$ cat src/rtl/fb_pkg.sv
package fb_pkg;
  localparam int unsigned DATA_W   = 8;
  localparam int unsigned N_PLANES = 4;
  localparam int unsigned ROT_W    = $clog2(DATA_W);
  localparam int unsigned PSEL_W   = $clog2(N_PLANES);

  typedef enum logic [1:0] {
    WM_ROT_SR   = 2'd0,
    WM_LATCH    = 2'd1,
    WM_COLOUR   = 2'd2,
    WM_SR_GATED = 2'd3
  } wmode_e;

  typedef enum logic [2:0] {
    SEL_GMODE    = 3'd0,
    SEL_WMODE    = 3'd1,
    SEL_ROT      = 3'd2,
    SEL_SR_EN    = 3'd3,
    SEL_SR_VAL   = 3'd4,
    SEL_MASK     = 3'd5,
    SEL_RD_PLANE = 3'd6
  } cfg_sel_e;

  typedef struct packed {
    logic [DATA_W-1:0]   gmode;
    logic [ROT_W-1:0]    rot;
    logic [N_PLANES-1:0] sr_en;
    logic [N_PLANES-1:0] sr_val;
    logic [DATA_W-1:0]   mask;
    logic [PSEL_W-1:0]   rd_plane;
  } cfg_t;

  typedef logic [N_PLANES-1:0][DATA_W-1:0] plane_bytes_t;
endpackage

$ cat src/rtl/fb_cfg_regs.sv
module fb_cfg_regs
  import fb_pkg::*;
(
  input  logic              clk_i,
  input  logic              rst_ni,
  input  logic              we_i,
  input  logic [2:0]        sel_i,
  input  logic [DATA_W-1:0] wdata_i,
  output cfg_t              cfg_o,
  output logic [DATA_W-1:0] rdata_o
);
  cfg_t cfg_q;

  always_ff @(posedge clk_i or negedge rst_ni) begin
    if (!rst_ni) begin
      cfg_q <= '0;
    end else if (we_i) begin
      unique case (cfg_sel_e'(sel_i))
        SEL_GMODE:    cfg_q.gmode       <= wdata_i;
        SEL_WMODE:    cfg_q.gmode[1:0]  <= wdata_i[1:0];
        SEL_ROT:      cfg_q.rot         <= wdata_i[ROT_W-1:0];
        SEL_SR_EN:    cfg_q.sr_en       <= wdata_i[N_PLANES-1:0];
        SEL_SR_VAL:   cfg_q.sr_val      <= wdata_i[N_PLANES-1:0];
        SEL_MASK:     cfg_q.mask        <= wdata_i;
        SEL_RD_PLANE: cfg_q.rd_plane    <= wdata_i[PSEL_W-1:0];
        default: ;
      endcase
    end
  end

  always_comb begin
    rdata_o = '0;
    unique case (cfg_sel_e'(sel_i))
      SEL_GMODE, SEL_WMODE: rdata_o = cfg_q.gmode;
      SEL_ROT:      rdata_o[ROT_W-1:0]    = cfg_q.rot;
      SEL_SR_EN:    rdata_o[N_PLANES-1:0] = cfg_q.sr_en;
      SEL_SR_VAL:   rdata_o[N_PLANES-1:0] = cfg_q.sr_val;
      SEL_MASK:     rdata_o               = cfg_q.mask;
      SEL_RD_PLANE: rdata_o[PSEL_W-1:0]   = cfg_q.rd_plane;
      default: ;
    endcase
  end

  assign cfg_o = cfg_q;
endmodule

$ cat src/rtl/fb_plane_mem.sv
module fb_plane_mem #(
  parameter int unsigned ADDR_W = 4,
  parameter int unsigned DW     = 8,
  localparam int unsigned DEPTH = 1 << ADDR_W
) (
  input  logic              clk_i,
  input  logic              rst_ni,
  input  logic              we_i,
  input  logic [ADDR_W-1:0] addr_i,
  input  logic [DW-1:0]     wdata_i,
  output logic [DW-1:0]     rdata_o
);
  logic [DW-1:0] mem_q [DEPTH];

  always_ff @(posedge clk_i or negedge rst_ni) begin
    if (!rst_ni) begin
      for (int i = 0; i < DEPTH; i++) mem_q[i] <= '0;
    end else if (we_i) begin
      mem_q[addr_i] <= wdata_i;
    end
  end

  assign rdata_o = mem_q[addr_i];
endmodule

$ cat src/rtl/fb_write_unit.sv
module fb_write_unit
  import fb_pkg::*;
(
  input  cfg_t              cfg_i,
  input  logic [DATA_W-1:0] cpu_wdata_i,
  input  plane_bytes_t      latch_i,
  output plane_bytes_t      wdata_o
);
  wmode_e              mode;
  logic [2*DATA_W-1:0] dbl;
  logic [DATA_W-1:0]   rotated;
  logic [DATA_W-1:0]   gate3;

  assign mode    = wmode_e'(cfg_i.gmode[1:0]);
  assign dbl     = {cpu_wdata_i, cpu_wdata_i} >> cfg_i.rot;
  assign rotated = dbl[DATA_W-1:0];
  assign gate3   = cpu_wdata_i & cfg_i.mask;

  for (genvar k = 0; k < N_PLANES; k++) begin : g_plane
    logic [DATA_W-1:0] srbyte, fresh, sel;
    assign srbyte = {DATA_W{cfg_i.sr_val[k]}};

    always_comb begin
      unique case (mode)
        WM_ROT_SR:   begin fresh = cfg_i.sr_en[k] ? srbyte : rotated; sel = cfg_i.mask; end
        WM_LATCH:    begin fresh = latch_i[k];                       sel = '0;         end
        WM_COLOUR:   begin fresh = {DATA_W{cpu_wdata_i[k]}};         sel = cfg_i.mask; end
        WM_SR_GATED: begin fresh = srbyte;                           sel = gate3;      end
        default:     begin fresh = latch_i[k];                       sel = '0;         end
      endcase
      wdata_o[k] = (fresh & sel) | (latch_i[k] & ~sel);
    end
  end
endmodule

$ cat src/rtl/fb_write_path.sv
module fb_write_path
  import fb_pkg::*;
#(
  parameter int unsigned ADDR_W = 4
) (
  input  logic              clk_i,
  input  logic              rst_ni,
  input  logic              cfg_we_i,
  input  logic [2:0]        cfg_sel_i,
  input  logic [7:0]        cfg_wdata_i,
  output logic [7:0]        cfg_rdata_o,
  input  logic [ADDR_W-1:0] cpu_addr_i,
  input  logic [7:0]        cpu_wdata_i,
  input  logic              cpu_we_i,
  input  logic              cpu_re_i,
  output logic [7:0]        cpu_rdata_o
);
  cfg_t         cfg;
  plane_bytes_t latch_q, plane_wd, plane_rd;
  logic [DATA_W-1:0] rd_sel_word;
  logic         rd_take;

  fb_cfg_regs u_cfg (
    .clk_i   (clk_i),
    .rst_ni  (rst_ni),
    .we_i    (cfg_we_i),
    .sel_i   (cfg_sel_i),
    .wdata_i (cfg_wdata_i),
    .cfg_o   (cfg),
    .rdata_o (cfg_rdata_o)
  );

  fb_write_unit u_wu (
    .cfg_i       (cfg),
    .cpu_wdata_i (cpu_wdata_i),
    .latch_i     (latch_q),
    .wdata_o     (plane_wd)
  );

  for (genvar k = 0; k < N_PLANES; k++) begin : g_mem
    fb_plane_mem #(.ADDR_W(ADDR_W), .DW(DATA_W)) u_mem (
      .clk_i   (clk_i),
      .rst_ni  (rst_ni),
      .we_i    (cpu_we_i),
      .addr_i  (cpu_addr_i),
      .wdata_i (plane_wd[k]),
      .rdata_o (plane_rd[k])
    );
  end

  assign rd_take     = cpu_re_i & ~cpu_we_i;  // write wins
  assign rd_sel_word = plane_rd[cfg.rd_plane];

  always_ff @(posedge clk_i or negedge rst_ni) begin
    if (!rst_ni) begin
      latch_q     <= '0;
      cpu_rdata_o <= '0;
    end else if (rd_take) begin
      latch_q     <= plane_rd;
      cpu_rdata_o <= rd_sel_word;
    end
  end
endmodule

$ cat config.mk
export PLATFORM = sky130hd
export DESIGN_NAME = fb_write_path
export DESIGN_NICKNAME = d
export VERILOG_FILES = /design/src/rtl/fb_pkg.sv /design/src/rtl/fb_cfg_regs.sv /design/src/rtl/fb_plane_mem.sv /design/src/rtl/fb_write_unit.sv /design/src/rtl/fb_write_path.sv
export SDC_FILE = /design/constraint.sdc
export NUM_CORES = 1
export LEC_CHECK = 0
export ABC_AREA = 1
export BUFFER_PORTS_ARGS = -buffer_cell sky130_fd_sc_hd__clkbuf_2
export CAP_MARGIN = 20
export CORE_UTILIZATION = 35
export CTS_BUF_LIST = sky130_fd_sc_hd__clkbuf_16
export CTS_CLUSTER_DIAMETER = 150
export DETAILED_ROUTE_END_ITERATION = 12
export PLACE_DENSITY = 0.53
export SYNTH_ARGS = -nofsm -noshare
export SYNTH_HDL_FRONTEND = slang
export SYNTH_SLANG_ARGS = --single-unit
export TNS_END_PERCENT = 100
$ cat constraint.sdc
create_clock -name clk_i -period 1.6 [get_ports clk_i]
set_input_delay 0.08 -clock clk_i [delete_from_list [all_inputs] [get_ports clk_i]]
set_output_delay 0.08 -clock clk_i [all_outputs]
set_load 0.005 [all_outputs]
==> metrics <==
status finished with violations; failing checks setup timing; Initial DRC Count approximately 2,400; vias in the first global route roughly 27,000; post-DP HPWL 72,300 µm; worst-path cell chain clkbuf_16 -> o21ai_4 -> nand2_2 -> nand3_2 -> a21oi_1 -> o21ai_1 -> nand2_2 -> buf_12 -> nand2_1 -> nand2_1; Setup Skew roughly 0.023 ns; core area between 0.08 and 0.09 mm²; peak supply drop approximately 0.75 mV; worst setup margin -0.224 ns; Mapped Area around 0.029 mm²; Worst Path Buf+Inv 2; number of port buffers 43; # fillers approximately 8,000; CTS tree yes; first-pass GRT wire length ~170,000 µm; sequential fraction of the synthesis area between 50% and 60%; most frequent cells in the layout nand2_1 (2,651), dfrtp_1 (578), buf_4 (220); row count 104; Worst Max-Slew Pin Slew 0.591 ns; GRT Overall Usage between 20% and 30%; Die Y-Extent about 290 µm; Crit path arrival time approximately 2.3 ns; Synth cell types 31; Leak ~0.02 µW; CP endpoint kind register; Yosys warnings 0; clock slew at reported path FFs around 0.050 ns; WL final between 100,000 and 150,000 µm; CP max-delay cell dfrtp_2; CTS buffer count 70; Initial Util a little over a third; Avg Synthesized Cell Area ~7.0 µm²; Critical Path Source Type register; syn_nets 4,142; share of post-route cells with drive strength above 1 between 15 and 20%; Crit path largest cell delay 0.45 ns; first-pass detailed-route iteration total 6; most common cell after layout, fill and taps aside nand2_1; cell family with most CP delay compound AO/OA/AOI/OAI gates; Cells after DPL 5,319; Placement Setup Slack -0.268 ns; Max Freq 548 MHz; Slew headroom about three fifths; final hold slack 0.105 ns; RR Startpoint u_cfg.cfg_o[18]$_DFFE_PN0P_; final count of pins violating max slew 0; Antenna diodes 0; total grt overflow 0; beginning of the critical path u_cfg.cfg_o[18]$_DFFE_PN0P_; htree depth 3; Max FO, Critical Path 16; Final #Nets 4,396; gate count of the mapped netlist approximately 4,100; antenna violations before repair 0; Yosys reg bits between 500 and 600; P per Cell Area roughly 1400 mW/mm²; Remaining DRCs 0; Via density just under 5; deepest clock path buffer count 3; io pins 44; Setup Crit Path Kind register to register; final worst-path cycle share 114%; Layout area overhead 27.5%; Non-Filler Instances around 5,500; Routed WL per cell around 20 µm; final hold violations 0; clk sinks 581; RSZ-0062 raised after global routing true; max-cap violations 0; Tightest Hold Check Type input pin to async pin; global placer's final weighted congestion 0.937; Clock Latency Late Sink about 0.6 ns; die footprint between 0.08 and 0.09 mm²; Req. time, crit path 2.09 ns; utilization after layout 45.3%; minimum clock period approximately 1.8 ns; largest net degree at the start of global routing 77; clock root buffer clkbuf_16; via count ~27,000; final setup vio count 517; Die W roughly 290 µm; post-route antenna net violation count 0
-- cells in the mapped netlist (all sizes together) --
cell,instances,area [µm²]
nand2,2758,10400
a21oi,108,541
nand4,8,50.1
o211ai,8,60.1
inv,64,243
a221oi,2,17.5
dfrtp,581,14500
nor3,3,20.0
nand3,103,526
o221ai,5,62.6
buf,120,787
nor2,130,528
clkbuf,115,432
o21ai,100,512
clkinv,2,7.51
a22o,4,35.0
o22ai,2,12.5
o31ai,1,12.5
-- worst register-to-register path, stage by stage, from the launching register on --
cell and delay (ns):
dfrtp_2 0.45, clkbuf_16 0.19, o21ai_4 0.20, nand2_2 0.12, nand3_2 0.13, a21oi_1 0.09
o21ai_1 0.16, nand2_2 0.08, buf_12 0.16, nand2_1 0.08, nand2_1 0.06
-- layer usage --
metal  global-route usage [%]  vias up  part of all wire, %
li1                         -    13100                    -
met4                     7.66        0                  2.6
met2                     42.9      909                   45
met1                     37.7    13100                   46
met5                        0        -                    0
met3                     3.80      167                  6.3
-- registers in the layout, indices dropped and copies added (netlist names) --
| name | count |
|---|---|
| latch_q | 32 |
| cpu_rdata_o | 8 |
| g_mem.u_mem.mem_q | 512 |
| u_cfg.cfg_o | 29 |
-- report_power, final --
part | internal (µW) | switching [µW] | total [µW]
Clock | 8870 | 6520 | 15400
Sequential | 18400 | 2200 | 20600
Combinational | 5780 | 8610 | 14400
-- cells by family after synthesis --
logic type	count (synthesis)	synth area share, %
AND/OR/NAND/NOR	3002	40.1
flip-flops	581	50.4
buffers and inverters	301	5.10
AO/OA/AOI/OAI	230	4.35
-- cell type report --
cell class	instances	area [µm²]	share of cell area [%]
Timing Repair Buffer	416	4740	12.9
Clock inverter	54	398	1.08
Clock buffer	71	1780	4.83
Tap cell	1060	1330	3.61
Sequential cell	581	14500	39.6
Inverter	66	268	0.728
Multi-Input combinational cell	3233	13700	37.3
-- path summary, 6_finish.rpt --
path,end,slack [ns],depth (start not counted)
min,g_mem[0].u_mem.mem_q[18]$_DFFE_PN0P_,0.11,3
min in group clk_i,u_cfg.cfg_o[11]$_DFFE_PN0P_,0.12,4
min reg2reg,g_mem[1].u_mem.mem_q[119]$_DFFE_PN0P_,0.48,2
max,g_mem[2].u_mem.mem_q[99]$_DFFE_PN0P_,-0.22,10
max in group asynchronous,g_mem[1].u_mem.mem_q[55]$_DFFE_PN0P_,1.02,3
max reg2reg,g_mem[2].u_mem.mem_q[99]$_DFFE_PN0P_,-0.22,10
-- through the flow --
step | setup TNS [ns] | power, µW | cell area, µm²
after CTS | -49.63 | 49700 | 36000
after global routing | -117.66 | 53200 | 36800
after global placement | -79.97 | 33700 | 33400
after floorplan | -0.231 | 28100 | 28800
final | -81.88 | 50400 | 36800
after detailed placement | -91.57 | 33800 | 33400
-- repair_timing --
| action | 4_1_cts | 5_1_grt |
|---|---|---|
| buffers inserted | 8 | 8 |
| hold buffers | 16 | 0 |
| pin swaps | 10 | 29 |
| gates cloned | 0 | 5 |
| setup endpoints to repair | 517 | 522 |
| gates resized for setup | 64 | 148 |
| endpoints found under the hold margin | 610 | 0 |
(Power assumes the default switching activity.)
